===== src/rtl/link_reset_sequencer.sv =====
module link_reset_sequencer #(
  parameter int LOCK_CYCLES = 16,
  parameter int HOLDOFF     = 4
) (
  input  logic        clk,
  input  logic        hard_rst_n,
  input  logic        reg_wr,
  input  logic        reg_addr,
  input  logic [31:0] reg_wdata,
  output logic [31:0] reg_rdata,
  input  logic        pll_locked,
  input  logic        tx_xcvr_ready,
  input  logic        rx_xcvr_ready,
  output logic        pll_rst,
  output logic        xcvr_rst,
  output logic        tx_csr_rst,
  output logic        tx_link_rst,
  output logic        tx_frame_rst,
  output logic        rx_csr_rst,
  output logic        rx_link_rst,
  output logic        rx_frame_rst
);

  localparam int LW = $clog2(LOCK_CYCLES + 1);
  localparam int HW = (HOLDOFF > 1) ? $clog2(HOLDOFF) : 1;
  localparam int NDOM = 8;
  localparam logic [LW-1:0] LOCK_MAX  = LW'(LOCK_CYCLES);
  localparam logic [HW-1:0] HOLD_LAST = HW'(HOLDOFF - 1);
  localparam logic [3:0] ST_LOCK = 4'd1, ST_TX = 4'd2, ST_TX_LINK = 4'd3,
                         ST_RX = 4'd5, ST_RX_LINK = 4'd6, ST_DONE = 4'd8;

  logic [1:0] rsync;
  logic       rst_n_int;
  logic [2:0] qa, qb;
  logic       pll_s, tx_s, rx_s;
  logic [LW-1:0] lock_cnt;
  logic       lock_ok, soft_q, qual;
  logic [HW-1:0] cnt_q, cnt_d;
  logic [3:0] stage_q, stage_d;
  logic [NDOM-1:0] held_q;

  always_ff @(posedge clk or negedge hard_rst_n)
    if (!hard_rst_n) rsync <= 2'b00;
    else             rsync <= {rsync[0], 1'b1};
  assign rst_n_int = rsync[1];

  always_ff @(posedge clk or negedge rst_n_int)
    if (!rst_n_int) begin
      qa <= '0;
      qb <= '0;
    end else begin
      qa <= {rx_xcvr_ready, tx_xcvr_ready, pll_locked};
      qb <= qa;
    end
  assign pll_s = qb[0];
  assign tx_s  = qb[1];
  assign rx_s  = qb[2];

  always_ff @(posedge clk or negedge rst_n_int)
    if (!rst_n_int)           lock_cnt <= '0;
    else if (!pll_s)          lock_cnt <= '0;
    else if (!lock_ok)        lock_cnt <= lock_cnt + 1'b1;
  assign lock_ok = (lock_cnt == LOCK_MAX);

  always_ff @(posedge clk or negedge rst_n_int)
    if (!rst_n_int) soft_q <= 1'b0;
    else            soft_q <= reg_wr && !reg_addr && reg_wdata[0];

  always_comb begin
    case (stage_q)
      4'd0:             qual = 1'b1;
      ST_LOCK:          qual = lock_ok;
      4'd2, 4'd3, 4'd4: qual = tx_s;
      4'd5, 4'd6, 4'd7: qual = rx_s;
      default:          qual = 1'b0;
    endcase
    stage_d = stage_q;
    cnt_d   = cnt_q;
    if (soft_q) begin
      stage_d = 4'd0;
      cnt_d   = '0;
    end else if (stage_q >= ST_TX && !pll_s) begin
      stage_d = ST_LOCK;
      cnt_d   = '0;
    end else if (stage_q >= ST_TX_LINK && !tx_s) begin
      stage_d = ST_TX;
      cnt_d   = '0;
    end else if (stage_q >= ST_RX_LINK && !rx_s) begin
      stage_d = ST_RX;
      cnt_d   = '0;
    end else if (!qual) begin
      cnt_d = '0;
    end else if (cnt_q == HOLD_LAST) begin
      stage_d = stage_q + 4'd1;
      cnt_d   = '0;
    end else begin
      cnt_d = cnt_q + 1'b1;
    end
  end

  always_ff @(posedge clk or negedge rst_n_int)
    if (!rst_n_int) begin
      stage_q <= '0;
      cnt_q   <= '0;
      held_q  <= '1;
    end else begin
      stage_q <= stage_d;
      cnt_q   <= cnt_d;
      for (int i = 0; i < NDOM; i++) held_q[i] <= (stage_d <= 4'(i));
    end

  assign pll_rst      = held_q[0];
  assign xcvr_rst     = held_q[1];
  assign tx_csr_rst   = held_q[2];
  assign tx_link_rst  = held_q[3];
  assign tx_frame_rst = held_q[4];
  assign rx_csr_rst   = held_q[5];
  assign rx_link_rst  = held_q[6];
  assign rx_frame_rst = held_q[7];

  assign reg_rdata = reg_addr ? {23'd0, stage_q == ST_DONE, 4'd0, stage_q}
                              : {31'd0, soft_q};

  a_r2_pll_before_xcvr: assert property (@(posedge clk) disable iff (!rst_n_int)
    !xcvr_rst |-> !pll_rst);
  a_r3_lock_window: assert property (@(posedge clk) disable iff (!rst_n_int)
    $fell(xcvr_rst) |-> $past(lock_ok));
  a_r4_tx_qualified: assert property (@(posedge clk) disable iff (!rst_n_int)
    $fell(tx_csr_rst) |-> $past(tx_s));
  a_r5_rx_after_tx: assert property (@(posedge clk) disable iff (!rst_n_int)
    !rx_csr_rst |-> !tx_frame_rst);
  a_r6_soft_restart: assert property (@(posedge clk) disable iff (!rst_n_int)
    soft_q |=> (pll_rst && rx_frame_rst && !soft_q));
  a_r8_lock_loss: assert property (@(posedge clk) disable iff (!rst_n_int)
    (!xcvr_rst && !pll_s) |=> xcvr_rst);
  a_r9_tx_loss: assert property (@(posedge clk) disable iff (!rst_n_int)
    (!tx_csr_rst && !tx_s) |=> tx_csr_rst);
  a_r10_rx_loss: assert property (@(posedge clk) disable iff (!rst_n_int)
    (!rx_csr_rst && !rx_s) |=> rx_csr_rst);

endmodule


===== config.mk =====
export PLATFORM = sky130hd
export DESIGN_NAME = link_reset_sequencer
export DESIGN_NICKNAME = d
export VERILOG_FILES = /design/src/rtl/link_reset_sequencer.sv
export SDC_FILE = /design/constraint.sdc
export NUM_CORES = 1
export LEC_CHECK = 0
export CAP_MARGIN = 10
export CORE_MARGIN = 3
export CORE_UTILIZATION = 27
export CTS_CLUSTER_DIAMETER = 100
export CTS_CLUSTER_SIZE = 10
export DETAILED_ROUTE_END_ITERATION = 7
export PLACE_DENSITY_LB_ADDON = 0.25
export SYNTH_ARGS = -nofsm -noshare
export SYNTH_HDL_FRONTEND = slang
export SYNTH_SLANG_ARGS = --single-unit

===== constraint.sdc =====
create_clock -name clk -period 1.6 [get_ports clk]
set_clock_uncertainty 0.2 [all_clocks]
set_input_delay 0.16 -clock clk [delete_from_list [all_inputs] [get_ports clk]]
set_output_delay 0.16 -clock clk [all_outputs]
set_load 0.03 [all_outputs]

After elaboration in Yosys (flattened, before gate mapping)
Index checks and enable logic that the tools add are counted.

Add/subtract/negate cells: 3. $lt $le $gt $ge: 11. Eq/ne operators: 11. Mux-type cells: 16. Reductions and logical operators: 12.

Operators with widths (count): $mux W4 (6); $eq A4 B3 Y1 const B (4); $le A4 B3 Y1 const B (4); $mux W2 (6); $mux W5 (2); $mux W9 (1); $eq A4 B2 Y1 const B (2); $ge A4 B2 Y1 const B (2); $le A4 B1 Y1 const B (2); $le A4 B2 Y1 const B (2); $reduce_or A3 Y1 (2); $add A5 B1 Y5 const B (1); $eq A5 B5 Y1 const B (1); $logic_and A1 B1 Y1 (5); $add A4 B1 Y4 const B (1); $eq A4 B1 Y1 const B (1); $eq A4 B4 Y1 const B (1); $ge A4 B3 Y1 const B (1); $logic_not A1 Y1 (4); $logic_not A4 Y1 (1); $pmux W1 S4 (1); $add A2 B1 Y2 const B (1); $eq A2 B2 Y1 const B (1); $ne A2 B2 Y1 const B (1).

Bits in registers: 28. Input bits: 39. Word-level logic and storage cells: 61.

Logic depth before layout (Yosys ltp)
Gate-level depths: netlist of run 1.

Depth in word-level cells: 9. Mapped depth: 10. Depth with buffers taken out: 8.

Least setup slack after synthesis of run 1
Ideal clock, no wire load.

Path kind: register to register. From: reg stage_q[0]. To: reg held_q[0]. Library setup time: 0.081 ns. Arrival time: 2.290 ns. Data required time: 1.319 ns. Path slack: -0.971 ns. Stages on the path, launching flop included: 9. Buffers on the path: 1. Clock period less this slack: 2.571 ns. Path through: dfrtp_1 > buf_2 > inv_1 > ha_1 > or4_4 > a211o_1 > a2111oi_2 > a21oi_1 > a211oi_2.

Word-level cells in the longest chain between the ends: 9.

RTL lines: from (decl) (RTL line 39) `logic [3:0] stage_q, stage_d;`; from (signal assigned) (RTL line 107) `stage_q <= stage_d;`; $eq A4 B3 Y1 or $eq A4 B2 Y1 (tied branches) (RTL line 70) `case (stage_q)`; $reduce_or A3 Y1 (RTL line 70); $pmux W1 S4 (RTL line 70); $mux W4 (RTL line 91) `end else if (!qual) begin`; $mux W4 (RTL line 88) `end else if (stage_q >= ST_RX_LINK && !rx_s) begin`; $mux W4 (RTL line 85) `end else if (stage_q >= ST_TX_LINK && !tx_s) begin`; $mux W4 (*) (RTL line 82) `end else if (stage_q >= ST_TX && !pll_s) begin`; $mux W4 (*) (RTL line 79) `if (soft_q) begin`; $le A4 B1 Y1 (*) (RTL line 109) `for (int i = 0; i < NDOM; i++) held_q[i] <= (stage_d <= 4'(i));`; to (signal assigned) (RTL line 105) `held_q <= '1;`; to (decl) (RTL line 40) `logic [NDOM-1:0] held_q;`.

Every way passes the cells marked *; elsewhere a longest branch is shown, timed or not. A chain may end at the register's enable or synchronous reset.

Worst setup path in the final report of run 1
From: reg stage_q[1]. To: reg held_q[0].

The elaborated chain is that of the path after synthesis.

==> parameters.txt, run 1 <==
Parameter                              Value

Detailed routing
  Count of antenna-violating nets left after detailed routing ... 0
  DRC marker count from the first detailed-route iteration ... 76
  First drt pass iteration count ... 4
  Detailed-route via count ... 1321
  DRC ... 0
  Total routed wirelength ... 4100 um
  Vias per std cell ... 4.36
  Routed wire length per instance ... 13.5 um

GRT
  Maximum number of pins on one net before global-route repair ... 16
  Initial antenna violation count ... 0
  Number of global-route vias before repair ... 1349
  Aggregate global-route resource usage ... 0.119
  Total gr overflow ... 0
  Global-route wire length before repair ... 6710 um

Pwr
  IR drop worst, VDD ... 0.000853 V
  Leakage ... 1.11 nW
  Power Dens Cells ... 1410 nW/um^2
  Final Power ... 0.00360 W

Die
  Core Area ... 5640 sq um
  Horiz. Die Dim ... 83.2 um
  Row cnt ... 27
  Y dimension of the die ... 83.2 um
  Overall die area ... 6920 sq um
  Starting utilization of the core area ... 0.285
  Top Ports ... 79

Layout
  Fraction of the core area covered by cells at the end of the flow ... 0.452
  Number of nets in the final layout ... 278
  Fraction of final layout cells with drive strength greater than 1 ... 0.494
  Filler-free cell count of the finished design ... 303
  Layout overhead on the synthesized area ... 58.4%
  Antenna diode count ... 0

Min path
  Hold WC Path Type ... reg2async

Placed design
  Port-buffer cells ... 20
  Gpl congestion ... 0.859
  HPWL reported at the end of detailed placement ... 2740 um
  Setup slack after placement ... -0.855 ns
  Cell count after placement ... 286

Logic synthesis
  Post-synth cell types ... 43
  Mean instance size in the synthesized netlist ... 10.0 sq um
  Cell count after synthesis ... 160
  Mapped cell area ... 1610 sq um
  Synthesis warning total ... 0
  Seq/Total Area, Yosys ... 0.442
  Total of flip-flops plus latches after synthesis ... 28

Worst setup path
  Endpoint class of the critical path ... register
  Type of the worst setup path ... reg2reg
  Maximum fanout along the worst path ... 5
  Crit path launch type ... register
  CP Data Required Time ... 1.61 ns
  Endpoint arrival time on the critical path ... 2.39 ns

CTS
  Clock latency at the later pin of the worst-skew pair ... 0.28 ns
  Sinks on Clock Net ... 28
  Clock tree from TritonCTS ... done
  Longest Clk Path Bufs ... 2
  Clock transition at the registers of the reported paths ... 0.09 ns
  H-tree Lvls ... 1
  Root buf cell ... sky130_fd_sc_hd__clkbuf_8
  Clock buffer count from CTS ... 3

STA
  Worst Hold Slack ... -0.0118 ns
  Unrepaired setup endpoints after global routing ... true
  Worst-case setup margin in the final layout ... -0.786 ns
  Setup violations, final ... 17
  Final critical-path share of the clock period ... 1.49
  Highest clock frequency the design can meet ... 0.419 GHz
  Final number of hold-violating endpoints ... 9
  Shortest period the worst path allows ... 2.39 ns
  Fin. max-slew vios ... 0

Outcome
  Violated checks ... hold timing, setup timing
  Status ... finished with violations

Flow run
  Number of violations of the max-capacitance limit ... 0
==> registers in the layout, summed over array words and instances, names as in the netlist <==
signal and flops:
cnt_q 2, held_q 8, lock_cnt 5, qa 3
qb 3, rsync 2, soft_q 1, stage_q 4
==> cell usage after synthesis <==
library cell | count | area share
sky130_fd_sc_hd__a21oi_1 | 4 | 0.012
sky130_fd_sc_hd__nor2_1 | 15 | 0.035
sky130_fd_sc_hd__dfstp_2 | 8 | 0.13
sky130_fd_sc_hd__buf_1 | 1 | 0.0023
sky130_fd_sc_hd__and3_1 | 3 | 0.012
sky130_fd_sc_hd__dfrtp_1 | 20 | 0.31
sky130_fd_sc_hd__nor4_1 | 1 | 0.0039
sky130_fd_sc_hd__o22ai_1 | 1 | 0.0039
sky130_fd_sc_hd__nand2_1 | 6 | 0.014
sky130_fd_sc_hd__a31oi_1 | 2 | 0.0078
sky130_fd_sc_hd__nand2b_1 | 2 | 0.0078
sky130_fd_sc_hd__nand4_1 | 1 | 0.0039
sky130_fd_sc_hd__conb_1 | 2 | 0.0047
sky130_fd_sc_hd__and4bb_4 | 1 | 0.010
sky130_fd_sc_hd__inv_1 | 10 | 0.023
sky130_fd_sc_hd__xor2_1 | 2 | 0.011
sky130_fd_sc_hd__and2_2 | 1 | 0.0047
sky130_fd_sc_hd__a2111oi_2 | 1 | 0.0093
sky130_fd_sc_hd__a311oi_2 | 1 | 0.0093
sky130_fd_sc_hd__or4_4 | 1 | 0.0070
sky130_fd_sc_hd__nor4b_4 | 1 | 0.015
sky130_fd_sc_hd__a211o_2 | 1 | 0.0062
sky130_fd_sc_hd__a211o_1 | 1 | 0.0054
sky130_fd_sc_hd__nand3_1 | 7 | 0.022
sky130_fd_sc_hd__a211oi_2 | 2 | 0.016
sky130_fd_sc_hd__a21oi_2 | 1 | 0.0054
sky130_fd_sc_hd__ha_1 | 7 | 0.054
sky130_fd_sc_hd__mux2i_1 | 1 | 0.0062
sky130_fd_sc_hd__a311oi_1 | 1 | 0.0054
sky130_fd_sc_hd__nor3_1 | 7 | 0.022
sky130_fd_sc_hd__buf_4 | 28 | 0.13
sky130_fd_sc_hd__o2bb2a_1 | 1 | 0.0062
sky130_fd_sc_hd__nor2b_1 | 1 | 0.0039
sky130_fd_sc_hd__a211oi_1 | 2 | 0.0093
sky130_fd_sc_hd__or2_2 | 1 | 0.0039
sky130_fd_sc_hd__nor3b_2 | 1 | 0.0078
sky130_fd_sc_hd__o41ai_1 | 1 | 0.0054
sky130_fd_sc_hd__xnor2_1 | 2 | 0.011
sky130_fd_sc_hd__o21ai_0 | 4 | 0.012
sky130_fd_sc_hd__buf_2 | 2 | 0.0062
sky130_fd_sc_hd__and2_1 | 3 | 0.012
sky130_fd_sc_hd__o211ai_1 | 1 | 0.0047
sky130_fd_sc_hd__o311ai_1 | 1 | 0.0054
==> repair_timing <==
item	4_1_cts	5_1_grt
hold endpoints to repair	2	0
buffers inserted	12	4
resized for setup	56	13
pin swaps	16	7
endpoints found under the setup margin	25	20
cloned	1	0
hold buffers	1	0
==> cell families (layout without fill, tap and decap cells) <==
kind of cell | after synthesis | count (layout) | share of synthesized area
mux | 1 | 1 | 0.00623
buf+inv | 41 | 86 | 0.163
fa+ha+maj | 7 | 7 | 0.0545
simple gates | 52 | 52 | 0.184
compound gates | 25 | 25 | 0.125
flops | 28 | 28 | 0.442
xor+xnor | 4 | 4 | 0.0218
other cells | 2 | 28 | 0.00467
==> stage by stage <==
stage	hold WS [ns]	TNS, ns	instance area [sq um]
6_report	-0.0118	-10.25	2550
5_1_grt	0.0387	-11.58	2550
4_1_cts	0.00475	-10.10	2470
3_5_place_dp	-0.00443	-9.79	2110
3_3_place_gp	-0.0115	-9.96	2110
2_1_floorplan	-0.336	-8.01	1760
==> worst max-delay path, cell delays in order (launching register included) <==
cell and delay (ns):
sky130_fd_sc_hd__dfrtp_2 0.49, sky130_fd_sc_hd__buf_4 0.18, sky130_fd_sc_hd__or4_4 0.57, sky130_fd_sc_hd__a211o_1 0.35, sky130_fd_sc_hd__a2111oi_4 0.24, sky130_fd_sc_hd__a21oi_2 0.09, sky130_fd_sc_hd__a211oi_2 0.19
==> path summary, 6_finish.rpt <==
kind | slack [ns] | to | start | depth (start not counted)
min reg2reg | -0.01 | lock_cnt[1] | rsync[1] | 1
max in group asynchronous | 0.71 | rsync[0] | hard_rst_n | 2
min | -0.01 | lock_cnt[1] | rsync[1] | 1
min in group clk | 0.11 | qa[1] | tx_xcvr_ready | 1
max reg2reg | -0.79 | held_q[0] | stage_q[1] | 6
max | -0.79 | held_q[0] | stage_q[1] | 6
==> final cells by class <==
type | instances | area [sq um]
timing repair buffer | 72 | 649
multi-input combinational | 117 | 993
clock buffer | 4 | 55.1
fill | 532 | 3090
tap | 72 | 90.1
sequential | 28 | 714
inverter | 10 | 45.0
==> per-layer routing <==
metal	vias up	GRT usage	wire, um
li1	636	-	-
met1	651	0.162	1890
met2	29	0.192	2000
met3	5	0.0198	155
met4	0	0.0357	58
met5	-	0	0
==> layout by cell type (no fill, tap or decap), drive strengths merged, types with 2 or more instances in the layout <==
master and n:
xnor2 2, clkbuf 4, nor2 15, conb 28, and3 3, xor2 2, nor3 7, inv 10
a21oi 5, dfstp 8, nand2 6, a211o 2, clkdlybuf4s50 7, and2 4, a211oi 4, nand2b 2
dlygate4sd2 7, a31oi 2, buf 56, nand3 7, o21ai 4, dfrtp 20, ha 7, a311oi 2
==> where the power goes <==
group          switching (W)  total (W)  internal (W)
Sequential          0.000101   0.000938      0.000837
Combinational        0.00112    0.00223       0.00110
Clock               0.000217   0.000438      0.000221
Power figures use the tool's default switching activity.
==> inputs of run 2 (changes only) <==
Settings changed: CORE_UTILIZATION 27 to 40.
==> parameters.txt, run 2 (synthesis gave the netlist of run 1 again) <==
Parameter                              Value

Placed design
  Setup slack after placement ... -0.906 ns
  HPWL reported at the end of detailed placement ... 2910 um
  Standard cell area after detailed placement ... 2110 sq um
  Cell count after placement ... 267
  Port-buffer cells ... 20
  Gpl congestion ... 0.881

Layout
  Max reg flops ... 8
  Antenna diode count ... 0
  Filler-free cell count of the finished design ... 280
  Commonest cells after routing, fill and taps aside ... 45 x sky130_fd_sc_hd__buf_4, 28 x sky130_fd_sc_hd__conb_1, 16 x sky130_fd_sc_hd__dfrtp_1, 13 x sky130_fd_sc_hd__nor2_1, 11 x sky130_fd_sc_hd__buf_6
  Final-layout fill cell count ... 269
  Biggest regs ... held_q: 8 flops, lock_cnt: 5 flops, stage_q: 4 flops
  Layout overhead on the synthesized area ... 53.8%
  Multi-input logic area ... 945 sq um
  Final cell area excluding filler cells ... 2470 sq um
  Number of nets in the final layout ... 279
  Most flop-heavy register ... held_q
  Fraction of final layout cells with drive strength greater than 1 ... 0.496
  Footprint of the flip-flops and latches ... 716 sq um
  Most frequent standard cell in the layout excluding fill and tap cells ... sky130_fd_sc_hd__buf_4

Worst setup path
  Max stage delay on crit path ... 0.49 ns
  Endpoint class of the critical path ... register
  Origin of the critical flop-to-flop path ... stage_q[1]
  Critical path capture point ... held_q[2]
  Number of cells on the worst reg-to-reg path ... 8
  Endpoint arrival time on the critical path ... 2.44 ns
  Depth of the critical timing path with buffers and inverters included ... 8
  Crit path launch type ... register
  Cell Chain, Critical Path ... ha_2 -> nor2_4 -> o311ai_4 -> a211o_4 -> a311oi_4 -> nor4b_4 -> buf_4 -> a311oi_2
  Maximum fanout along the worst path ... 6
  Setup crit start ... stage_q[1]
  Worst R2R End ... held_q[2]
  Family with the most delay on the worst path ... compound AO/OA/AOI/OAI gates
  Type of the worst setup path ... reg2reg
  CP Data Required Time ... 1.60 ns
  Setup slack of the most critical reg-to-reg path ... -0.84 ns
  Highest-delay cell along the critical path ... sky130_fd_sc_hd__dfrtp_2
  Buffers and inverters on the worst path ... 1

GRT
  Maximum number of pins on one net before global-route repair ... 17
  Initial antenna violation count ... 0
  Aggregate global-route resource usage ... 0.188
  Number of global-route vias before repair ... 1453
  Total gr overflow ... 0
  Global-route wire length before repair ... 7110 um

STA
  Worst Hold Slack ... -0.000613 ns
  Shortest period the worst path allows ... 2.44 ns
  Final critical-path share of the clock period ... 1.52
  Final number of hold-violating endpoints ... 1
  Setup violations, final ... 16
  Unrepaired setup endpoints after global routing ... true
  Highest clock frequency the design can meet ... 0.410 GHz
  Worst-case setup margin in the final layout ... -0.839 ns
  Fin. max-slew vios ... 0

Min path
  Hold WC Path Type ... reg2async

CTS
  H-tree Lvls ... 1
  Root buf cell ... sky130_fd_sc_hd__clkbuf_8
  Clock buffer count from CTS ... 3
  Sinks on Clock Net ... 28
  Longest Clk Path Bufs ... 2
  Clock latency at the later pin of the worst-skew pair ... 0.28 ns
  Clock transition at the registers of the reported paths ... 0.10 ns
  Clock tree from TritonCTS ... done

Pwr
  Final Power ... 0.00368 W
  Leakage ... 1.11 nW
  Power Dens Cells ... 1490 nW/um^2
  IR drop worst, VDD ... 0.000575 V

Die
  Horiz. Die Dim ... 69.4 um
  Row cnt ... 22
  Y dimension of the die ... 69.4 um
  Starting utilization of the core area ... 0.426
  Top Ports ... 79
  Core Area ... 3770 sq um
  Overall die area ... 4820 sq um

Detailed routing
  Vias per std cell ... 5.11
  DRC ... 0
  Detailed-route via count ... 1432
  Routed wire length per instance ... 16.5 um
  DRC marker count from the first detailed-route iteration ... 56
  Count of antenna-violating nets left after detailed routing ... 0
  First drt pass iteration count ... 4
  Total routed wirelength ... 4630 um

Outcome
  Status ... finished with violations
  Violated checks ... hold timing, setup timing

Flow run
  Number of violations of the max-capacitance limit ... 0
-- run 2: final cells by class --
class / count / share of cell area
clock inverters: 1 / 0.0121
well taps: 48 / 0.0243
flip-flops and latches: 28 / 0.289
repair buffers: 73 / 0.257
clock buffers: 3 / 0.0167
multi-input cells: 117 / 0.382
inverters: 10 / 0.0182
-- run 2: report_power, final --
part / total (W) / internal (W) / switching (W)
logic: 0.00218 / 0.00107 / 0.00111
clock network: 0.000573 / 0.000336 / 0.000237
registers: 0.000926 / 0.000837 / 0.0000891
total: 0.00368 / 0.00224 / 0.00143
-- run 2: metal layers --
| layer | global-route usage | share of wire | vias to the layer above |
|---|---|---|---|
| met5 | 0 | 0 | - |
| met4 | 0.0759 | 0.026 | 0 |
| met3 | 0.0304 | 0.057 | 15 |
| met2 | 0.344 | 0.54 | 71 |
| met1 | 0.214 | 0.38 | 712 |
| li1 | - | - | 634 |
-- run 2: worst min path at each step --
| stage | end | slack, ns | depth (start not counted) |
|---|---|---|---|
| final | qa[2] | -0.0006 | 1 |
| after detailed placement | qa[2] | 0.004 | 1 |
| after global routing | qa[2] | 0.03 | 1 |
| after global placement | stage_q[3] | 0.0008 | 1 |
| after floorplan | rsync[0] | -0.34 | 0 |
| after CTS | qa[2] | 0.01 | 1 |
-- run 2: worst reg2reg max path, delay by kind of cell, from the launching register on --
kind,cells,cell delay [ns]
buf+inv,1,0.18
simple gates,2,0.25
flops,1,0.49
fa+ha+maj,1,0.25
compound gates,4,1.00
-- run 2: stage by stage --
step | TNS, ns | utilization
floorplan | -8.01 | -
global placement | -9.81 | 0.558
detailed placement | -10.40 | 0.558
CTS | -10.67 | 0.637
global route | -11.94 | 0.656
finish | -10.99 | 0.656
-- run 2: timing repair --
action	4_1_cts	5_1_grt
setup endpoints to repair	24	23
cloned	0	0
setup buffers	5	4
hold endpoints to repair	2	0
hold buffers	1	0
pin swaps	13	8
resized for setup	46	18
==> inputs of run 3 (changes only) <==
Settings changed: CELL_PAD_IN_SITES_DETAIL_PLACEMENT set to 1, CELL_PAD_IN_SITES_GLOBAL_PLACEMENT set to 1, CORE_UTILIZATION 40 to 29.
==> parameters.txt, run 3 (synthesis gave the netlist of run 1 again) <==
Parameter                              Value

Detailed routing
  Routed wire length per instance ... 16.9 um
  Detailed-route via count ... 1407
  First drt pass iteration count ... 4
  Vias per std cell ... 4.54
  Count of antenna-violating nets left after detailed routing ... 0
  DRC marker count from the first detailed-route iteration ... 29
  DRC ... 0
  Total routed wirelength ... 5240 um

STA
  Final number of hold-violating endpoints ... 0
  Fin. max-slew vios ... 0
  Worst Hold Slack ... 0.0388 ns
  Unrepaired setup endpoints after global routing ... true
  Worst-case setup margin in the final layout ... -0.867 ns
  Setup violations, final ... 17
  Worst slew slack as a fraction of its limit ... 0.657
  Final critical-path share of the clock period ... 1.54
  Highest clock frequency the design can meet ... 0.405 GHz
  Shortest period the worst path allows ... 2.47 ns
  Measured slew at the worst slew-check pin ... 0.512 ns

Pwr
  Leakage ... 1.15 nW
  IR drop worst, VDD ... 0.000528 V
  Register share of total power ... 0.248
  NetSw ... 0.00156 W
  Internal power ... 0.00222 W
  Switching share of total power ... 0.413
  Power Dens Cells ... 1450 nW/um^2
  Share of total power in the clock network ... 0.107
  Logic pwr share ... 0.644

CTS
  H-tree Lvls ... 1
  Clock tree from TritonCTS ... done
  Clock latency at the later pin of the worst-skew pair ... 0.28 ns
  Sinks on Clock Net ... 28
  Root buf cell ... sky130_fd_sc_hd__clkbuf_8
  Clock transition at the registers of the reported paths ... 0.10 ns
  Clock buffer count from CTS ... 3
  Longest Clk Path Bufs ... 2

GRT
  Maximum number of pins on one net before global-route repair ... 27
  Number of global-route vias before repair ... 1535
  Total gr overflow ... 0
  Global-route wire length before repair ... 8170 um
  Aggregate global-route resource usage ... 0.170
  Initial antenna violation count ... 0

Worst setup path
  Highest-delay cell along the critical path ... sky130_fd_sc_hd__or4_4
  Cell Chain, Critical Path ... buf_6 -> buf_6 -> or4_4 -> a21oi_4 -> nor3b_4 -> buf_4 -> and2_4 -> inv_2
  Buffers and inverters on the worst path ... 4
  Family with the most delay on the worst path ... simple AND/OR/NAND/NOR gates
  CP Data Required Time ... 1.62 ns
  Number of cells on the worst reg-to-reg path ... 8
  Endpoint class of the critical path ... register
  Origin of the critical flop-to-flop path ... stage_q[1]
  Max stage delay on crit path ... 0.56 ns
  Endpoint arrival time on the critical path ... 2.49 ns
  Crit path launch type ... register
  Type of the worst setup path ... reg2reg
  Worst R2R End ... held_q[7]
  Maximum fanout along the worst path ... 5
  Setup slack of the most critical reg-to-reg path ... -0.87 ns
  Cell with the most instances on the worst path ... sky130_fd_sc_hd__buf_6
  Depth of the critical timing path with buffers and inverters included ... 8

Layout
  Filler-free cell count of the finished design ... 310
  Antenna diode count ... 0
  Fraction of final layout cells with drive strength greater than 1 ... 0.546
  Max reg flops ... 8
  Layout overhead on the synthesized area ... 61.9%
  Most frequent standard cell in the layout excluding fill and tap cells ... sky130_fd_sc_hd__buf_4
  Final cell area excluding filler cells ... 2600 sq um
  Commonest cells after routing, fill and taps aside ... 50 x sky130_fd_sc_hd__buf_4, 28 x sky130_fd_sc_hd__conb_1, 16 x sky130_fd_sc_hd__dfrtp_1, 16 x sky130_fd_sc_hd__buf_6, 11 x sky130_fd_sc_hd__nor2_1
  Number of nets in the final layout ... 287
  Final-layout fill cell count ... 569
  Biggest regs ... held_q: 8 flops, lock_cnt: 5 flops, stage_q: 4 flops
  Most flop-heavy register ... held_q

Min path
  Hold WC Path Type ... reg2async

Placed design
  HPWL reported at the end of detailed placement ... 3390 um
  Port-buffer cells ... 20
  Standard cell area after detailed placement ... 2110 sq um
  Cell count after placement ... 286
  Gpl congestion ... 0.862

Die
  Overall die area ... 6470 sq um
  Y dimension of the die ... 80.5 um
  Row cnt ... 26
  Starting utilization of the core area ... 0.307
  Horiz. Die Dim ... 80.5 um
  Top Ports ... 79
  Core Area ... 5240 sq um

Outcome
  Status ... finished with violations
  Violated checks ... setup timing

Flow run
  Number of violations of the max-capacitance limit ... 0
==> run 3: cell types whose count changed in the layout (fill, tap and decap cells not counted), moves of 3 or more <==
cell,before,now
sky130_fd_sc_hd__clkdlybuf4s15_1,3,0
sky130_fd_sc_hd__and2_4,1,5
sky130_fd_sc_hd__buf_4,45,50
sky130_fd_sc_hd__buf_6,11,16
==> run 3: per-stage QoR <==
stage	util	setup WS [ns]	total power, W	setup TNS, ns
after floorplan	-	-0.699	0.00190	-8.01
after global placement	0.402	-0.800	0.00243	-10.12
after detailed placement	0.402	-0.975	0.00245	-10.98
after CTS	0.466	-0.857	0.00343	-11.31
after global routing	0.497	-0.945	0.00399	-13.41
final	0.497	-0.867	0.00378	-12.15
==> run 3: worst max path at each step <==
stage                from   endpoint  slack [ns]
6_report       stage_q[1]  held_q[7]       -0.87
5_1_grt        stage_q[1]  held_q[3]       -0.94
4_1_cts        stage_q[1]  held_q[2]       -0.86
3_5_place_dp   stage_q[0]  held_q[2]       -0.97
3_3_place_gp   stage_q[0]  held_q[2]       -0.80
2_1_floorplan  stage_q[0]  held_q[0]       -0.70
==> run 3: what timing repair did <==
item	in CTS	in global routing
hold buffers	1	0
resized for setup	50	25
buffers inserted	12	7
pin swaps	18	12
endpoints found under the hold margin	2	0
gates cloned	1	0
setup endpoints to repair	24	19
==> run 3: routing by layer <==
metal | vias up | share of wire | global-route usage
met2 | 46 | 0.54 | 0.315
met4 | 0 | 0.027 | 0.0676
met5 | - | 0 | 0
met1 | 702 | 0.39 | 0.192
met3 | 11 | 0.043 | 0.0258
li1 | 648 | - | -
==> run 3: final cells by class <==
class,instances,area (sq um),share of cell area
flip-flops and latches,28,716,0.275
multi-input cells,118,1020,0.394
clock buffers,4,45.0,0.0173
well taps,70,87.6,0.0336
repair buffers,80,688,0.264
inverters,10,42.5,0.0163
==> run 3: worst register-to-register path, delay by kind of cell, from the launching register on <==
family	cells	cell delay, ns
buffers and inverters	4	0.45
AOI/OAI and AO/OA	1	0.24
and+or+nand+nor	3	1.03
DFF	1	0.49
==> run 3: power groups by stage <==
stage               Combinational (W)  Clock [W]  Sequential, W
floorplan                    0.000903          0       0.000997
global placement              0.00150          0       0.000927
detailed placement            0.00152          0       0.000935
CTS                           0.00207   0.000428       0.000927
global route                  0.00258   0.000457       0.000957
finish                        0.00244   0.000406       0.000939
